<file path="src/rtl/dwfs_pkg.sv">
// dwfs_pkg
// Shared constants and types for the double-width merging funnel shifter.
// Assumes the word width is a power of two.
package dwfs_pkg;

    localparam int DWFS_DEFAULT_W = 64;

    // Shift direction as seen by the datapath
    typedef enum logic {
        DIR_LEFT  = 1'b0,
        DIR_RIGHT = 1'b1
    } shift_dir_e;

endpackage

</file>
<file path="src/rtl/dwfs_rotator.sv">
// dwfs_rotator
// Rotates a word left by a binary amount using log2(W) fixed stages.
// Stage s rotates by 2**s when rot bit s is set.
// Assumes W is a power of two and SHW = log2(W).
module dwfs_rotator #(
    parameter int W   = 64,
    parameter int SHW = $clog2(W)
) (
    input  logic [W-1:0]   din,
    input  logic [SHW-1:0] rot,
    output logic [W-1:0]   dout
);

    logic [W-1:0] stage [SHW+1];

    assign stage[0] = din;

    // One rotate stage for each bit of the rotate amount
    for (genvar s = 0; s < SHW; s++) begin : g_stage
        localparam int K = 2 ** s;
        assign stage[s+1] = rot[s] ? {stage[s][W-1-K:0], stage[s][W-1:W-K]}
                                   : stage[s];
    end

    assign dout = stage[SHW];

endmodule

</file>
<file path="src/rtl/dwfs_mask_gen.sv">
// dwfs_mask_gen
// Builds the keep-mask that selects rotated source bits.
// Right: ones in the low (W - n) positions. Left: ones in the high (W - n)
// positions. Each bit is one compare, so the logic depth stays flat.
// Assumes n < W.
module dwfs_mask_gen #(
    parameter int W   = 64,
    parameter int SHW = $clog2(W)
) (
    input  dwfs_pkg::shift_dir_e dir,
    input  logic [SHW-1:0]       n,
    output logic [W-1:0]         keep
);

    localparam logic [SHW:0] W_EXT = (SHW+1)'(W);

    // One compare per bit position
    for (genvar i = 0; i < W; i++) begin : g_bit
        localparam logic [SHW:0] I_EXT = (SHW+1)'(i);
        logic right_keep;
        logic left_keep;
        assign right_keep = ({1'b0, n} + I_EXT) < W_EXT;
        assign left_keep  = I_EXT >= {1'b0, n};
        assign keep[i] = (dir == dwfs_pkg::DIR_RIGHT) ? right_keep : left_keep;
    end

endmodule

</file>
<file path="src/rtl/dwfs_merge.sv">
// dwfs_merge
// Merges the rotated source with the merge operand through the keep-mask.
// It also separates the bits that were shifted out.
// Assumes keep comes from dwfs_mask_gen for the same direction and amount.
module dwfs_merge #(
    parameter int W = 64
) (
    input  dwfs_pkg::shift_dir_e dir,
    input  logic [W-1:0]         rotated,
    input  logic [W-1:0]         merge_op,
    input  logic [W-1:0]         keep,
    output logic [W-1:0]         merged,
    output logic [W-1:0]         spill,
    output logic                 spill_any
);

    logic [W-1:0] out_bits;

    // Same merge equation for both directions
    always_comb begin
        merged   = (rotated & keep) | (merge_op & ~keep);
        out_bits = rotated & ~keep;
    end

    // The spill word is only returned in right mode; the flag uses both
    always_comb begin
        spill     = (dir == dwfs_pkg::DIR_RIGHT) ? out_bits : '0;
        spill_any = |out_bits;
    end

endmodule

</file>
<file path="src/rtl/dwfs_top.sv">
// dwfs_top
// Double-width merging funnel shifter with registered outputs.
// Rotate, mask and merge in one combinational path, then one output register.
// Assumes W is a power of two. Only the low log2(W) bits of shift_amt are used.
module dwfs_top #(
    parameter int W = dwfs_pkg::DWFS_DEFAULT_W
) (
    input  logic         clk,
    input  logic         rst_n,
    input  logic         dir_right,
    input  logic         record_en,
    input  logic [W-1:0] src_word,
    input  logic [W-1:0] shift_amt,
    input  logic [W-1:0] merge_op,
    output logic [W-1:0] result,
    output logic [W-1:0] spill,
    output logic         overflow
);

    localparam int SHW = $clog2(W);

    dwfs_pkg::shift_dir_e dir;
    logic [SHW-1:0]       n;
    logic [SHW-1:0]       rot_amt;
    logic [W-1:0]         rotated;
    logic [W-1:0]         keep;
    logic [W-1:0]         merged_d;
    logic [W-1:0]         spill_d;
    logic                 spill_any;
    logic                 unused_amt_hi;
    logic                 primed_q;

    // Decode direction and the shift amount; the upper amount bits are dropped
    always_comb begin
        dir           = dwfs_pkg::shift_dir_e'(dir_right);
        n             = shift_amt[SHW-1:0];
        unused_amt_hi = ^shift_amt[W-1:SHW];
        rot_amt       = (dir == dwfs_pkg::DIR_RIGHT) ? (SHW'(0) - n) : n;
    end

    dwfs_rotator #(.W(W), .SHW(SHW)) u_rot (
        .din  (src_word),
        .rot  (rot_amt),
        .dout (rotated)
    );

    dwfs_mask_gen #(.W(W), .SHW(SHW)) u_mask (
        .dir  (dir),
        .n    (n),
        .keep (keep)
    );

    dwfs_merge #(.W(W)) u_merge (
        .dir       (dir),
        .rotated   (rotated),
        .merge_op  (merge_op),
        .keep      (keep),
        .merged    (merged_d),
        .spill     (spill_d),
        .spill_any (spill_any)
    );

    // Output register with synchronous active-low reset
    always_ff @(posedge clk) begin
        if (!rst_n) begin
            result   <= '0;
            spill    <= '0;
            overflow <= 1'b0;
        end else begin
            result   <= merged_d;
            spill    <= spill_d;
            overflow <= record_en & spill_any;
        end
    end

    // Marks that the output register holds a computed value (used by checks)
    always_ff @(posedge clk) begin
        primed_q <= rst_n;
    end

    // left mode never returns spilled bits
    p_left_spill_zero_r5: assert property (@(posedge clk) disable iff (!rst_n)
        (primed_q && !$past(dir_right)) |-> (spill == '0));

    // no overflow report outside the record form
    p_no_overflow_r7: assert property (@(posedge clk) disable iff (!rst_n)
        (primed_q && !$past(record_en)) |-> !overflow);

    // a zero shift passes the source through untouched
    p_zero_shift_r8: assert property (@(posedge clk) disable iff (!rst_n)
        (primed_q && ($past(shift_amt[SHW-1:0]) == '0))
            |-> (result == $past(src_word) && spill == '0 && !overflow));

    // in right record form, overflow agrees with the spill word
    p_right_overflow_r6: assert property (@(posedge clk) disable iff (!rst_n)
        (primed_q && $past(dir_right) && $past(record_en))
            |-> (overflow == (spill != '0)));

    // spilled bits and the source bits kept in result never overlap
    p_spill_disjoint_r4: assert property (@(posedge clk) disable iff (!rst_n)
        (primed_q && $past(dir_right))
            |-> ((spill & (result & ~$past(merge_op))) == '0
                 || $past(merge_op) == '1));

endmodule

</file>
<file path="config.mk">
export PLATFORM = sky130hd
export DESIGN_NAME = dwfs_top
export DESIGN_NICKNAME = d
export VERILOG_FILES = /design/src/rtl/dwfs_pkg.sv /design/src/rtl/dwfs_rotator.sv /design/src/rtl/dwfs_mask_gen.sv /design/src/rtl/dwfs_merge.sv /design/src/rtl/dwfs_top.sv
export SDC_FILE = /design/constraint.sdc
export NUM_CORES = 1
export LEC_CHECK = 0
export CORE_MARGIN = 2
export CORE_UTILIZATION = 45
export CTS_CLUSTER_DIAMETER = 100
export DETAILED_ROUTE_END_ITERATION = 8
export PLACE_DENSITY_LB_ADDON = 0.25
export SYNTH_ARGS = -nofsm -noshare
export SYNTH_HDL_FRONTEND = slang
export SYNTH_SLANG_ARGS = --single-unit
</file>
<file path="constraint.sdc">
create_clock -name clk -period 8.9 [get_ports clk]
set_input_delay 1.78 -clock clk [delete_from_list [all_inputs] [get_ports clk]]
set_output_delay 1.78 -clock clk [all_outputs]
set_load 0.005 [all_outputs]
</file>
==> impl_metrics.tcl <==
set metrics [dict create \
    cts_tree "done" \
    peakVddDrop_uv 136.7 \
    multiInputGateArea_mm2 0.007328 \
    period_share_pct 74.15 \
    yosysMostFrequentCell "mux2i_1" \
    placed_area_mm2 0.01306 \
    syn_area_mm2 0.01041 \
    firstDrtPassIters 6 \
    path_cells "clkdlybuf4s50_1 -> inv_1 -> ha_1 -> and2b_2 -> xnor2_4 -> buf_4 -> mux2i_1 -> mux4_2 -> o21ai_0 -> a21oi_1 -> nor2_1 -> nor4_1 -> nand4_1 -> o311a_1" \
    wire_per_inst_um 22.93 \
    regArea_mm2 0.002582 \
    status "finished, final reports clean" \
    vias_per_cell 6.151 \
    synth_top_cell_by_area "mux2i_1" \
    ctsResizeCount 0 \
    whs_ps 1928 \
    syn_nets 1374 \
    grt_util_all_layers_pct 30.90 \
    die_w_um 156.1 \
    yosys-top-cells-count "280 x mux2i_1, 129 x dfxtp_1, 94 x nor2_1" \
    worstHoldPathCells 3 \
    ys_ff_latch 129 \
    netlist_instances 1174 \
    drive_gt1_share_pct 8.075 \
    max_cap_violations 0 \
    synth_top_area_share_pct 26.93 \
    drt_iter0_markers 1381 \
    place_congestion 0.9343 \
    ys_warn_count 0 \
    p_int_uw 1533 \
    antenna_found_initial 0 \
    seqPwrFrac_pct 26.5 \
    drc 0 \
    io_buffers 266 \
    syn_to_final_growth_pct 31.12 \
    critPathArrivalTime_ps 6910 \
    rsz0062_at_grt "false" \
    grt_pass1_wl_um 57130 \
    htreeDepth 4 \
    fp.dieH_um 156.1 \
    max_freq_mhz 151.5 \
    clkTransAtPathRegs_ps 70 \
    seq_area_frac_synth_pct 24.81 \
    finalInstanceArea_mm2 0.01365 \
    antennaDiodeCount 0 \
    dp.final_hpwl_um 30430 \
    slew_headroom_pct 26.08 \
    hold_buffers 0 \
    critical_path_depth 14 \
    cts_num_sinks 129 \
    synth_cell_types 70 \
    grt_pass1_vias 9527 \
    netlist_top_cells_area "mux2i_1 27%, dfxtp_1 25%, mux4_2 8.0%" \
    hold_viol_final 0 \
    final_nets 1574 \
    cp_slowest_cell "clkdlybuf4s50_1" \
    vias 10280 \
    postRouteAntennaNets 0 \
    p_clk_share_pct 28.4 \
    io_pins 325 \
    worstSetupEndpointType "register" \
    powerDensity_mw_per_mm2 181.2 \
    path_class "in -> reg" \
    cpPeakStageDelay_ps 840 \
    hp-class "in -> reg" \
    cp_data_required_time_ps 9210 \
    crit_buf_inv 3 \
    filler_cell_count 1998 \
    async_flop_share_pct 0 \
    clock_path_buffers 2 \
    grt_max_degree 79 \
    die_area_mm2 0.02436 \
    synth-main-ff-cell "dfxtp_1" \
    path_max_fanout 70 \
    p_comb_share_pct 45.1 \
    final.setup.tns_ps 0 \
    synth_edf_count 0 \
    power_uw 2472 \
    p_sw_uw 939.9 \
    cts-root-buf "clkbuf_16" \
    finalSetupViolations 0 \
    final_max_slew_viol_count 0 \
    overflow 0 \
    start_util_pct 45.97 \
    num_rows 55 \
    cts_setup_buffers 0 \
    p_leak_uw 0.005748 \
    crit_family "buffers and inverters" \
    p_sw_share_pct 38.01 \
    worst_slew_pin_slew_ps 1105 \
    avgSynthCellArea_um2 8.865 \
    fin_crit_ps 6600 \
    core_area_mm2 0.02264 \
    routed_wl_um 38350 \
    worstSetupStartpointType "primary input" \
    cts_buffers 17 \
]
[power groups by stage]
stage | sequential (uW) | clock (uW) | combinational (uW)
2_1_floorplan | 675 | 0 | 663
3_3_place_gp | 668 | 0 | 1070
3_5_place_dp | 669 | 0 | 1090
4_1_cts | 657 | 708 | 1090
5_1_grt | 661 | 734 | 1180
6_report | 656 | 703 | 1110
[stage by stage]
| stage | std cells | setup slack, ps | utilization [%] |
|---|---|---|---|
| 6_report | 1672 | 2300 | 60.28 |
| 2_1_floorplan | 1174 | 3068 | - |
| 3_3_place_gp | 1640 | 2109 | 57.67 |
| 5_1_grt | 1672 | 2150 | 60.28 |
| 4_1_cts | 1672 | 2441 | 60.28 |
| 3_5_place_dp | 1640 | 2054 | 57.67 |
[cells in the final DEF, fill, tap and decap left out, types with 4 or more instances in the layout]
master           instances
mux2i_1                280
clkdlybuf4s50_1        263
dfxtp_1                129
nor2_1                  94
nand2_1                 89
nor2b_1                 76
o21ai_0                 67
a21oi_1                 63
mux4_2                  37
a22o_1                  20
and3_1                  18
nand3_1                 17
clkbuf_16               17
buf_4                   15
o21a_1                  14
a22oi_1                 13
and2_1                  11
o22ai_1                 10
a211o_1                  9
inv_1                    8
a21boi_0                 8
a211oi_1                 8
nand4_1                  8
o221ai_1                 6
a221o_1                  6
nand2b_1                 6
mux2_2                   6
a31oi_1                  6
o211ai_1                 5
nor3_1                   5
inv_6                    5
xnor2_4                  4
a221oi_1                 4
ha_1                     4
inv_8                    4
clkinvlp_4               4
[final timing paths]
kind / startpoint / end / slack [ps]
setup / recovery: shift_amt[1] / overflow / 2300
hold / removal: merge_op[30] / result[30] / 1930
[layout make-up]
type / instances / area share (%)
Clock buffer: 17 / 3.117
Clock inverter: 15 / 1.210
Inverter: 9 / 0.2475
Multi-Input combinational cell: 937 / 53.70
Sequential cell: 129 / 18.92
Tap cell: 285 / 2.613
Timing Repair Buffer: 280 / 20.19
[cell families (layout without fill, tap and decap cells)]
logic type      Yosys count  after routing  share of synthesized area [%]
flops                   129            129                          24.81
simple gates            349            349                          16.74
xor+xnor                  5              5                         0.9257
other cells               1              1                        0.03603
mux                     327            327                          36.08
buf+inv                 108            321                          5.254
fa+ha+maj                 4              4                         0.4809
compound gates          251            251                          15.68
[tightest hold or removal path: cells and delay by family]
| family | cells | cell delay (ps) |
|---|---|---|
| AND/OR/NAND/NOR | 1 | 60 |
| buffers and inverters | 1 | 410 |
| AO/OA/AOI/OAI | 1 | 60 |
[flip-flops by register name, indices dropped and copies added (netlist names)]
register and cells:
result 64, spill 64, overflow 1
[metal layers]
metal	global-route usage (%)	vias up	wire, um
li1	-	4724	-
met1	39.73	4879	15740
met2	51.10	598	17840
met3	5.028	83	3046
met4	13.85	0	1719
met5	0	-	0
No activity file was read; power rests on OpenSTA's default activity.
